## src/rtl/lc_pkg.sv

```systemverilog
package lc_pkg;
    localparam int DATA_W  = 8;
    localparam int IDX_W   = 5;
    localparam int IDX_LSB = 3;
    localparam int CNT_W   = 8;
    localparam int NCH     = 4;
    localparam int TRI_CH  = 2;

    typedef struct packed {
        logic [CNT_W-1:0] cnt;
        logic             en;
        logic             halt;
        logic             restart;
    } ch_state_t;

    function automatic int halt_bit_of(input int ch);
        return (ch == TRI_CH) ? 7 : 5;
    endfunction
endpackage

```

## src/rtl/lc_len_rom.sv

```systemverilog
module lc_len_rom
    import lc_pkg::*;
(
    input  logic [IDX_W-1:0] idx,
    output logic [CNT_W-1:0] len
);
    always_comb begin
        if (idx[0]) begin
            // odd entries: one less than the index, except index 1
            len = (idx == IDX_W'(1)) ? CNT_W'(254) : CNT_W'(idx - IDX_W'(1));
        end else begin
            unique case (idx[4:1])
                4'h0: len = CNT_W'(10);
                4'h1: len = CNT_W'(20);
                4'h2: len = CNT_W'(40);
                4'h3: len = CNT_W'(80);
                4'h4: len = CNT_W'(160);
                4'h5: len = CNT_W'(60);
                4'h6: len = CNT_W'(14);
                4'h7: len = CNT_W'(26);
                4'h8: len = CNT_W'(12);
                4'h9: len = CNT_W'(24);
                4'hA: len = CNT_W'(48);
                4'hB: len = CNT_W'(96);
                4'hC: len = CNT_W'(192);
                4'hD: len = CNT_W'(72);
                4'hE: len = CNT_W'(16);
                default: len = CNT_W'(32);
            endcase
        end
    end
endmodule

```

## src/rtl/lc_channel.sv

```systemverilog
module lc_channel
    import lc_pkg::*;
(
    input  logic             clk,
    input  logic             rst,
    input  logic             en_wr,
    input  logic             en_bit,
    input  logic             ctrl_wr,
    input  logic             halt_bit,
    input  logic             load_wr,
    input  logic [IDX_W-1:0] load_idx,
    input  logic             frame_tick,
    output logic             active,
    output logic             mute,
    output logic             restart,
    output logic             enabled
);
    ch_state_t        st_d, st_q;
    logic [CNT_W-1:0] rom_len;
    logic             en_next;

    lc_len_rom u_rom (
        .idx (load_idx),
        .len (rom_len)
    );

    always_comb begin
        st_d         = st_q;
        en_next      = en_wr ? en_bit : st_q.en;
        st_d.en      = en_next;
        st_d.halt    = ctrl_wr ? halt_bit : st_q.halt;
        st_d.restart = load_wr;
        if (!en_next) begin
            st_d.cnt = '0;
        end else if (load_wr) begin
            st_d.cnt = rom_len;
        end else if (frame_tick && !st_q.halt && (st_q.cnt != '0)) begin
            st_d.cnt = st_q.cnt - CNT_W'(1);
        end
    end

    always_ff @(posedge clk) begin
        if (rst) st_q <= '0;
        else     st_q <= st_d;
    end

    assign active  = (st_q.cnt != '0);
    assign mute    = (st_q.cnt == '0);
    assign restart = st_q.restart;
    assign enabled = st_q.en;
endmodule

```

## src/rtl/len_counter_bank.sv

```systemverilog
module len_counter_bank
    import lc_pkg::*;
(
    input  logic              clk,
    input  logic              rst,
    input  logic              ena_wr,
    input  logic [NCH-1:0]    ctrl_wr,
    input  logic [NCH-1:0]    load_wr,
    input  logic [DATA_W-1:0] wr_data,
    input  logic              frame_tick,
    output logic [NCH-1:0]    mute,
    output logic [NCH-1:0]    active,
    output logic [NCH-1:0]    restart
);
    logic [NCH-1:0] en_q;
    logic [NCH-1:0] halt_in;

    for (genvar i = 0; i < NCH; i++) begin : g_ch
        localparam int HB = halt_bit_of(i);
        assign halt_in[i] = wr_data[HB];

        lc_channel u_ch (
            .clk        (clk),
            .rst        (rst),
            .en_wr      (ena_wr),
            .en_bit     (wr_data[i]),
            .ctrl_wr    (ctrl_wr[i]),
            .halt_bit   (halt_in[i]),
            .load_wr    (load_wr[i]),
            .load_idx   (wr_data[IDX_LSB +: IDX_W]),
            .frame_tick (frame_tick),
            .active     (active[i]),
            .mute       (mute[i]),
            .restart    (restart[i]),
            .enabled    (en_q[i])
        );
    end
endmodule

```

## config.mk

```make
export PLATFORM = sky130hd
export DESIGN_NAME = len_counter_bank
export DESIGN_NICKNAME = d
export VERILOG_FILES = /design/src/rtl/lc_pkg.sv /design/src/rtl/lc_len_rom.sv /design/src/rtl/lc_channel.sv /design/src/rtl/len_counter_bank.sv
export SDC_FILE = /design/constraint.sdc
export NUM_CORES = 1
export LEC_CHECK = 0
export BUFFER_PORTS_ARGS = -buffer_cell sky130_fd_sc_hd__buf_2
export CAP_MARGIN = 20
export CORE_MARGIN = 10
export CORE_UTILIZATION = 61
export CTS_BUF_LIST = sky130_fd_sc_hd__clkbuf_8
export DETAILED_ROUTE_END_ITERATION = 10
export GPL_ROUTABILITY_DRIVEN = 0
export PLACE_DENSITY = 0.87
export SYNTH_ARGS = -nofsm -noshare
export SYNTH_HDL_FRONTEND = slang
export SYNTH_SLANG_ARGS = --single-unit
```

## constraint.sdc

```tcl
create_clock -name clk -period 2.45 [get_ports clk]
set_input_delay 0.245 -clock clk [delete_from_list [all_inputs] [get_ports clk]]
set_output_delay 0.245 -clock clk [all_outputs]
set_load 0.05 [all_outputs]
```

==> flow_metrics.env, run 1 <==
export IMPL_min_path_type="input port to flip-flop"
export IMPL_drtIter0Drc=168
export IMPL_synth_edf_count=0
export IMPL_switching_share_pct=34.16
export IMPL_setup_violations=0
export IMPL_tns_ns=0
export IMPL_run_status="finished clean"
export IMPL_async_flop_share_pct=0
export IMPL_start_util_pct=64.39
export IMPL_portBuffers=31
export IMPL_ys_flop_type="dfxtp_1"
export IMPL_cp_cell_sequence="inv_1, ha_1, nor4b_4, nand2_1, inv_2, buf_2"
export IMPL_synth_largest_area_cell="dfxtp_1"
export IMPL_clk_insertion_delay_late_ns=0.30
export IMPL_p_int_uw=1186
export IMPL_critPathMaxFanout=6
export IMPL_num_rows=24
export IMPL_crit_required_ns=2.20
export IMPL_synthDominantCellAreaShare_pct=30.78
export IMPL_cap_violations=0
export IMPL_synth_cells=330
export IMPL_ys_seq_elements=44
export IMPL_grt_setup_unrepaired="no"
export IMPL_crit_path_top_delay_cell="nor4b_4"
export IMPL_p_switching_uw=615.3
export IMPL_ff2ff_setup_slack_ns=0.52
export IMPL_hold_viol_final=0
export IMPL_overflow=0
export IMPL_reg2reg_from="g_ch[3].u_ch.st_q[3]"
export IMPL_grt_pass1_wl_um=10530
export IMPL_worstRegToRegCells=7
export IMPL_die_w_um=88.49
export IMPL_skew_ns=0.003165
export IMPL_nNetsFinal=371
export IMPL_worst_pin_slew_ns=0.5236
export IMPL_slowest_delay_ns=0.45
export IMPL_combPwrFrac_pct=29.3
export IMPL_die_area_um2=7830
export IMPL_synthMuxAreaShare_pct=7.302
export IMPL_syn2layout_area_growth_pct=5.903
export IMPL_timing_fmax_mhz=478.1
export IMPL_yosys_warnings=0
export IMPL_drc=0
export IMPL_final_max_slew_viol_count=0
export IMPL_hpwl_um=4605
export IMPL_diodes=0
export IMPL_grt_pass1_vias=2137
export IMPL_power_density_nw_per_um2=594.5
export IMPL_cp_endpoint="mute[1]"
export IMPL_synth_nets=360
export IMPL_synth_xor_area_share_pct=5.815
export IMPL_power_uw=1802
export IMPL_postCtsSetupBuffers=0
export IMPL_synth_top_family_by_area="simple AND/OR/NAND/NOR gates"
export IMPL_cts_resized_gates=0
export IMPL_grt_max_degree=18
export IMPL_cts_hold_buffers=0
export IMPL_seqPwrFrac_pct=43.0
export IMPL_fp_dieH_um=88.49
export IMPL_numCtsBuffers=5
export IMPL_worstSetupEndpointType="output pin"
export IMPL_crit_arrival_ns=1.85
export IMPL_ir_drop_mv=0.2617
export IMPL_clkSinkCount=44
export IMPL_leakagePower_uw=0.001324
export IMPL_track_usage_pct=16.89
export IMPL_min_period_over_period_pct=85.38
export IMPL_synth_adder_area_share_pct=4.373
export IMPL_totalWireLength_um=6423
export IMPL_clock_path_buffers=2
export IMPL_grt_antenna_before_repair=0
export IMPL_clk_pin_slew_ns=0.08
export IMPL_ant_nets=0
export IMPL_synth_simple_gate_area_share_pct=23.52
export IMPL_critical_path_class="flip-flop to output pin"
export IMPL_io_pins=32
export IMPL_clock_root_buffer="clkbuf_8"
export IMPL_synth_compound_area_share_pct=19.76
export IMPL_first_pass_iters=4
export IMPL_htree_levels=2
export IMPL_slew_headroom_pct=64.80
export IMPL_seq_area_frac_synth_pct=30.78
export IMPL_vias=2401
export IMPL_drive_above_1_share_pct=19.94
export IMPL_syn_mean_instance_area_um2=8.671
export IMPL_regToRegEndpoint="g_ch[3].u_ch.st_q[9]"
export IMPL_coreArea_um2=4444
export IMPL_clockPowerShare_pct=27.6
export IMPL_cts_tree="yes"
export IMPL_via_per_inst=6.109
export IMPL_crit_path_start_kind="flip-flop"
export IMPL_ys_types=62
export IMPL_crit_start="g_ch[1].u_ch.st_q[3]"
export IMPL_netlist_top_cells_area="dfxtp_1 (31%), mux2i_1 (4.5%), nor2_1 (4.5%), ha_1 (4.4%), buf_4 (3.4%)"
export IMPL_synthesis_area_um2=2861
export IMPL_min_period_ns=2.092
export IMPL_wl_per_cell_um=16.34
metal layers:
| metal | up-vias | global-route usage [%] | share of wire (%) | wire length [µm] |
|---|---|---|---|---|
| met5 | - | 0 | 0 | 0 |
| met4 | 0 | 6.021 | 1.9 | 119 |
| met3 | 11 | 3.768 | 7.2 | 465 |
| met2 | 71 | 27.13 | 46 | 2961 |
| met1 | 1125 | 21.73 | 45 | 2877 |
| li1 | 1194 | - | - | - |
worst max-delay path, delay by kind of cell (launching register included):
family	cells	cell delay, ns
and+or+nand+nor	2	0.59
buffers and inverters	3	0.38
DFF	1	0.34
adders and majority gates	1	0.23
cells in the final DEF, fill, tap and decap left out, types with 5 or more instances in the layout:
cell	netlist	layout
nor2b_1	8	8
o21a_1	6	6
clkbuf_8	0	7
a21oi_1	17	17
a211oi_2	5	5
nor2_1	34	34
xor2_1	10	10
nor3_1	9	9
dfxtp_1	44	44
nand2_1	19	19
inv_1	18	18
ha_1	10	10
a211oi_1	12	12
buf_2	4	31
xnor2_1	9	9
mux2i_1	13	13
or3_1	5	5
nand2b_1	6	6
cell families after synthesis:
logic type | Yosys count
buffers and inverters | 50
xor gates and xnor gates | 19
adders and majority gates | 10
AOI/OAI and AO/OA | 72
DFF | 44
muxes | 19
and+or+nand+nor | 116
power by group through the flow:
stage	Clock [µW]	Sequential (µW)	Combinational, µW
after CTS	505	775	528
after global placement	0	790	514
after global routing	539	780	575
after detailed placement	0	791	525
after floorplan	0	784	458
final	498	776	528
final cells by class:
cell class	instances	area, µm²
clock buffers	7	96.34
well taps	52	65.06
flip-flops and latches	44	880.8
repair buffers	33	170.2
multi-input cells	236	1739
inverters	21	78.83
fillers	364	1414
registers in the layout (all words and copies together) (netlist names):
register	count
g_ch.u_ch.restart	4
g_ch.u_ch.enabled	4
g_ch.u_ch.st_q	36
how the worst min path moves through the flow:
stage | start | endpoint | depth (start not counted)
6_report | ctrl_wr[2] | g_ch[2].u_ch.st_q[1] | 3
5_1_grt | ctrl_wr[2] | g_ch[2].u_ch.st_q[1] | 3
4_1_cts | ctrl_wr[2] | g_ch[2].u_ch.st_q[1] | 3
3_5_place_dp | g_ch[3].u_ch.st_q[1] | g_ch[3].u_ch.st_q[1] | 2
3_3_place_gp | g_ch[3].u_ch.st_q[1] | g_ch[3].u_ch.st_q[1] | 2
2_1_floorplan | ctrl_wr[3] | g_ch[3].u_ch.st_q[1] | 2
Yosys cell counts (3+ instances only):
cell / instances
nand2b_1: 6
mux2i_1: 13
a211oi_2: 5
nor3_1: 9
buf_4: 13
nor2_1: 34
mux2_2: 3
o21ai_0: 4
dfxtp_1: 44
o21a_1: 6
nand2_1: 19
a211oi_1: 12
o211a_1: 3
or2_2: 3
nor3b_1: 4
or2_1: 3
clkbuf_1: 12
nor4_2: 4
ha_1: 10
a21oi_1: 17
inv_1: 18
inv_2: 3
nor4_1: 3
nor2b_1: 8
xor2_1: 10
nand3b_1: 3
or3_1: 5
buf_2: 4
xnor2_1: 9
a211o_1: 4
per-stage QoR:
| stage | cells | util, % | cell area [µm²] | worst slack, ns | hold slack (ns) |
|---|---|---|---|---|---|
| after detailed placement | 386 | 66.02 | 2934 | 0.4740 | 0.5008 |
| after global placement | 386 | 66.02 | 2934 | 0.5374 | 0.4755 |
| after global routing | 393 | 68.19 | 3030 | 0.1696 | 0.2113 |
| after CTS | 393 | 68.19 | 3030 | 0.3384 | 0.1944 |
| final | 393 | 68.19 | 3030 | 0.3583 | 0.1990 |
| after floorplan | 330 | - | 2861 | 0.5551 | 0.3962 |
Note: power is estimated with default switching activity, not from simulation.
==> run 2: changes to the inputs <==
- CORE_MARGIN: 10 -> default
- RECOVER_POWER: default -> 100
- REMOVE_ABC_BUFFERS: default -> 1
==> run 2 against run 1 <==
Net effect:
- the flow now finishes with violations (DRC)
- critical path depth did not move
- critical endpoint is now mute[0]
- fmax shrank 2.2%
- worst hold slack worse by 0.0034 ns
- clock skew grew 0.0036 ns
==> flow_metrics.env, run 2 (synthesis results as in run 1) <==
export IMPL_min_period_over_period_pct=87.34
export IMPL_p_switching_uw=616.8
export IMPL_reg2reg_from="g_ch[3].u_ch.st_q[3]"
export IMPL_clock_root_buffer="clkbuf_8"
export IMPL_leakagePower_uw=0.001286
export IMPL_largest_reg_flops=36
export IMPL_power_density_nw_per_um2=612.3
export IMPL_worstRegToRegCells=7
export IMPL_drc=6
export IMPL_io_pins=32
export IMPL_track_usage_pct=25.80
export IMPL_totalWireLength_um=6159
export IMPL_ant_nets=0
export IMPL_clk_insertion_delay_late_ns=0.30
export IMPL_crit_required_ns=2.20
export IMPL_vias=2411
export IMPL_crit_arrival_ns=1.89
export IMPL_grt_antenna_before_repair=0
export IMPL_overflow=0
export IMPL_fp_dieH_um=70.49
export IMPL_ir_drop_mv=0.2828
export IMPL_final_common_cell="dfxtp_1"
export IMPL_clockPowerShare_pct=30.0
export IMPL_wl_per_cell_um=15.59
export IMPL_regToRegEndpoint="g_ch[3].u_ch.st_q[9]"
export IMPL_hold_viol_final=0
export IMPL_min_path_cells=3
export IMPL_htree_levels=2
export IMPL_syn2layout_area_growth_pct=4.941
export IMPL_seqPwrFrac_pct=42.2
export IMPL_switching_share_pct=33.55
export IMPL_nNetsFinal=372
export IMPL_clk_pin_slew_ns=0.08
export IMPL_cts_hold_buffers=0
export IMPL_drive_above_1_share_pct=13.70
export IMPL_p_int_uw=1222
export IMPL_critical_path_class="flip-flop to output pin"
export IMPL_first_pass_iters=7
export IMPL_grt_pass1_vias=2137
export IMPL_worstSetupEndpointType="output pin"
export IMPL_final_cell_mix="dfxtp_1 (44), nor2_1 (34), inv_1 (19), nand2_1 (19), a21oi_1 (17)"
export IMPL_min_path_type="input port to flip-flop"
export IMPL_num_rows=24
export IMPL_postCtsSetupBuffers=0
export IMPL_crit_path_start_kind="flip-flop"
export IMPL_slew_headroom_pct=55.13
export IMPL_gr_usage_met2_pct=43.15
export IMPL_skew_ns=0.006809
export IMPL_setup_violations=0
export IMPL_die_w_um=70.49
export IMPL_portBuffers=31
export IMPL_combPwrFrac_pct=27.8
export IMPL_timing_fmax_mhz=467.3
export IMPL_regMostFlops="g_ch.u_ch.st_q"
export IMPL_cts_resized_gates=0
export IMPL_start_util_pct=64.39
export IMPL_drtIter0Drc=124
export IMPL_violations="DRC"
export IMPL_diodes=0
export IMPL_power_uw=1839
export IMPL_crit_start="g_ch[0].u_ch.st_q[3]"
export IMPL_min_period_ns=2.140
export IMPL_numCtsBuffers=5
export IMPL_cap_violations=0
export IMPL_critPathMaxFanout=7
export IMPL_grt_setup_unrepaired="no"
export IMPL_use_met3_pct=5.051
export IMPL_hpwl_um=4339
export IMPL_worst_pin_slew_ns=0.6730
export IMPL_final_max_slew_viol_count=0
export IMPL_die_area_um2=4969
export IMPL_clkSinkCount=44
export IMPL_grt_pass1_wl_um=9956
export IMPL_busiest_layer="met2"
export IMPL_cts_tree="yes"
export IMPL_grt_max_degree=18
export IMPL_via_per_inst=6.104
export IMPL_ff2ff_setup_slack_ns=0.50
export IMPL_cp_endpoint="mute[0]"
export IMPL_clock_path_buffers=2
export IMPL_tns_ns=0
export IMPL_run_status="complete, but fails checks"
export IMPL_gr_usage_met1_pct=32.01
export IMPL_coreArea_um2=4444
[run 2: changes by cell type in the layout (fill, tap and decap cells not counted), moves of 2 or more]
cell,change
clkbuf_1,+14
o21ai_1,-2
nor4_1,+2
clkbuf_8,-2
clkbuf_2,+3
buf_2,-17
or2_2,-2
o21ai_0,+2
or2_0,+4
or2_1,-2
a2111oi_0,+2
nor4_2,-2
[run 2: final cells by class]
type / count / area [µm²]
clock buffers: 5 / 68.82
clock inverters: 3 / 38.79
fillers: 371 / 1441
inverters: 21 / 78.83
multi-input cells: 236 / 1710
flip-flops and latches: 44 / 880.8
well taps: 52 / 65.06
repair buffers: 34 / 160.2
[run 2: critical path: stages, from the launching register on]
cell	delay, ns
dfxtp_1	0.34
inv_1	0.06
ha_1	0.26
nor3b_1	0.45
nand2_1	0.14
inv_1	0.08
clkbuf_2	0.27
[run 2: routing by layer]
| metal | share of wire (%) | wire [µm] |
|---|---|---|
| met1 | 45 | 2741 |
| met5 | 0 | 0 |
| met2 | 47 | 2906 |
| met3 | 5.6 | 345 |
| met4 | 2.7 | 165 |
[run 2: per-stage QoR]
step	utilization, %	hold slack [ns]	instances	worst slack [ns]	instance area, µm²
6_report	67.57	0.1956	395	0.3102	3003
5_1_grt	67.57	0.2126	395	0.1471	3003
4_1_cts	68.61	0.1903	395	0.3522	3049
3_5_place_dp	66.19	0.4825	387	0.4461	2942
3_3_place_gp	66.19	0.4787	387	0.5335	2942
2_1_floorplan	-	0.3166	301	0.2820	2699
[run 2: worst min-delay path by stage]
stage / slack [ns] / endpoint / startpoint
3_3_place_gp: 0.48 / g_ch[3].u_ch.st_q[1] / g_ch[3].u_ch.st_q[1]
6_report: 0.20 / g_ch[2].u_ch.st_q[1] / ctrl_wr[2]
4_1_cts: 0.19 / g_ch[2].u_ch.st_q[1] / ctrl_wr[2]
2_1_floorplan: 0.32 / g_ch[0].u_ch.restart / rst
3_5_place_dp: 0.48 / g_ch[3].u_ch.st_q[1] / g_ch[3].u_ch.st_q[1]
5_1_grt: 0.21 / g_ch[2].u_ch.st_q[1] / ctrl_wr[2]
[run 2: power by group through the flow]
stage	combinational, µW	sequential [µW]	clock (µW)
6_report	512	775	551
3_5_place_dp	520	791	0
2_1_floorplan	375	797	0
5_1_grt	554	779	591
4_1_cts	525	775	559
3_3_place_gp	510	790	0
==> run 3: changes to the inputs <==
- CORE_UTILIZATION: 61 -> 45
- PLACE_DENSITY: 0.87 -> 0.68
==> run 3 against run 2 <==
Net effect:
- the run now ends clean
- sequential share of layout area fell by 0.46 points
- register-to-register slack barely moved
- utilization fell by 17 points
- clock skew fell by 0.0013 ns
- non-clock buffer count did not move
- clock power rose by 11%
- global-route usage fell by 6.3 points
- die area rose by 34%
- first-iteration DRC count fell by 44%
- design area rose by 1.6%
- critical path type unchanged
- worst hold slack improved by 0.0041 ns
- setup slack improved by 0.020 ns
==> flow_metrics.env, run 3 (synthesis results as in run 1) <==
export IMPL_numCtsBuffers=5
export IMPL_num_rows=28
export IMPL_clock_root_buffer="clkbuf_8"
export IMPL_clkSinkCount=44
export IMPL_crit_path_start_kind="flip-flop"
export IMPL_hp_start="ctrl_wr[2]"
export IMPL_path_common_cell="inv_1"
export IMPL_run_status="finished clean"
export IMPL_vias=2344
export IMPL_gr_usage_met2_pct=32.89
export IMPL_hold_viol_final=0
export IMPL_power_uw=1898
export IMPL_dp_slack_ns=0.4185
export IMPL_crit_path_top_delay_cell="clkbuf_1"
export IMPL_reg2reg_from="g_ch[1].u_ch.st_q[1]"
export IMPL_die_w_um=81.74
export IMPL_drive_above_1_share_pct=13.99
export IMPL_cp_cell_sequence="inv_1, ha_1, nor3b_2, nand2_1, inv_1, clkbuf_1"
export IMPL_first_pass_iters=4
export IMPL_ir_drop_mv=0.3913
export IMPL_tns_ns=0
export IMPL_clk_insertion_delay_late_ns=0.30
export IMPL_crit_arrival_ns=1.87
export IMPL_power_density_nw_per_um2=622.2
export IMPL_overflow=0
export IMPL_final_common_cell="dfxtp_1"
export IMPL_regToRegEndpoint="g_ch[1].u_ch.st_q[10]"
export IMPL_combPwrFrac_pct=27.0
export IMPL_grt_pass1_wl_um=9853
export IMPL_totalWireLength_um=6208
export IMPL_crit_start="g_ch[3].u_ch.st_q[3]"
export IMPL_portBuffers=31
export IMPL_p_int_uw=1283
export IMPL_start_util_pct=47.49
export IMPL_cp_endpoint="mute[3]"
export IMPL_grt_max_degree=18
export IMPL_seqPwrFrac_pct=40.8
export IMPL_p_switching_uw=615.4
export IMPL_wl_per_cell_um=14.85
export IMPL_leakagePower_uw=0.001290
export IMPL_clk_pin_slew_ns=0.08
export IMPL_fp_dieH_um=81.74
export IMPL_cts_hold_buffers=0
export IMPL_ff2ff_setup_slack_ns=0.49
export IMPL_hpwl_um=4445
export IMPL_diodes=0
export IMPL_drtIter0Drc=69
export IMPL_utilization_pct=50.62
export IMPL_cts_resized_gates=0
export IMPL_drc=0
export IMPL_grt_antenna_before_repair=0
export IMPL_cp_depth=6
export IMPL_cpLargestDelayFamily="buffers and inverters"
export IMPL_regMostFlops="g_ch.u_ch.st_q"
export IMPL_gr_usage_met1_pct=24.29
export IMPL_use_met3_pct=3.222
export IMPL_critical_path_class="flip-flop to output pin"
export IMPL_critPathBufInv=3
export IMPL_worstRegToRegCells=5
export IMPL_die_area_um2=6681
export IMPL_syn2layout_area_growth_pct=6.603
export IMPL_cap_violations=0
export IMPL_grt_setup_unrepaired="no"
export IMPL_clock_path_buffers=2
export IMPL_final_cell_mix="dfxtp_1 (44), nor2_1 (34), nand2_1 (19)"
export IMPL_htree_levels=2
export IMPL_slew_headroom_pct=54.37
export IMPL_cts_tree="yes"
export IMPL_min_period_over_period_pct=86.51
export IMPL_track_usage_pct=19.45
export IMPL_crit_required_ns=2.20
export IMPL_postCtsSetupBuffers=0
export IMPL_coreArea_um2=6026
export IMPL_timing_fmax_mhz=471.8
export IMPL_ant_nets=0
export IMPL_skew_ns=0.005548
export IMPL_busiest_layer="met2"
export IMPL_setup_violations=0
export IMPL_via_per_inst=5.608
export IMPL_nNetsFinal=372
export IMPL_final_setup_worst_slack_ns=0.3306
export IMPL_io_pins=32
export IMPL_grt_pass1_vias=2078
export IMPL_largest_reg_flops=36
export IMPL_min_path_type="input port to flip-flop"
export IMPL_clockPowerShare_pct=32.2
export IMPL_critPathMaxFanout=7
export IMPL_worstSetupEndpointType="output pin"
export IMPL_final_max_slew_viol_count=0
export IMPL_worst_pin_slew_ns=0.6845
export IMPL_slowest_delay_ns=0.46
export IMPL_switching_share_pct=32.42
export IMPL_min_period_ns=2.119
[run 3: per-stage QoR]
stage               hold WS [ns]  cells  cell area [µm²]
finish                    0.1997    418             3050
global route              0.2177    418             3050
CTS                       0.1937    418             3097
detailed placement        0.5000    410             2970
global placement          0.4855    410             2970
floorplan                 0.3166    301             2699
[run 3: area by class of cell]
cell class | count | area [µm²]
repair buffers | 34 | 158.9
multi-input cells | 236 | 1712
clock buffers | 7 | 96.34
well taps | 75 | 93.84
clock inverters | 1 | 30.03
fillers | 579 | 2975
inverters | 21 | 78.83
flip-flops and latches | 44 | 880.8
[run 3: how the worst min path moves through the flow]
stage	endpoint	cells past startpoint	slack, ns
detailed placement	g_ch[3].u_ch.st_q[1]	2	0.50
floorplan	g_ch[0].u_ch.restart	1	0.32
finish	g_ch[2].u_ch.st_q[1]	3	0.20
CTS	g_ch[2].u_ch.st_q[1]	3	0.19
global placement	g_ch[3].u_ch.st_q[1]	2	0.49
global route	g_ch[2].u_ch.st_q[1]	3	0.22
[run 3: power groups by stage]
| stage | Combinational (µW) | Sequential, µW | Clock [µW] |
|---|---|---|---|
| 6_report | 512 | 774 | 611 |
| 4_1_cts | 528 | 774 | 627 |
| 3_5_place_dp | 524 | 791 | 0 |
| 2_1_floorplan | 375 | 797 | 0 |
| 5_1_grt | 558 | 779 | 652 |
| 3_3_place_gp | 518 | 790 | 0 |
[run 3: worst register-to-register path: stages, from the launching register on]
cell	delay [ns]
dfxtp_1	0.36
or4b_1	0.65
nor4_1	0.28
mux2_1	0.36
nor2_1	0.12
a211oi_2	0.06
[run 3: layer usage]
layer	wire (µm)	share of wire (%)
met1	2996	48
met4	182	2.9
met2	2832	46
met3	197	3.2
met5	0	0
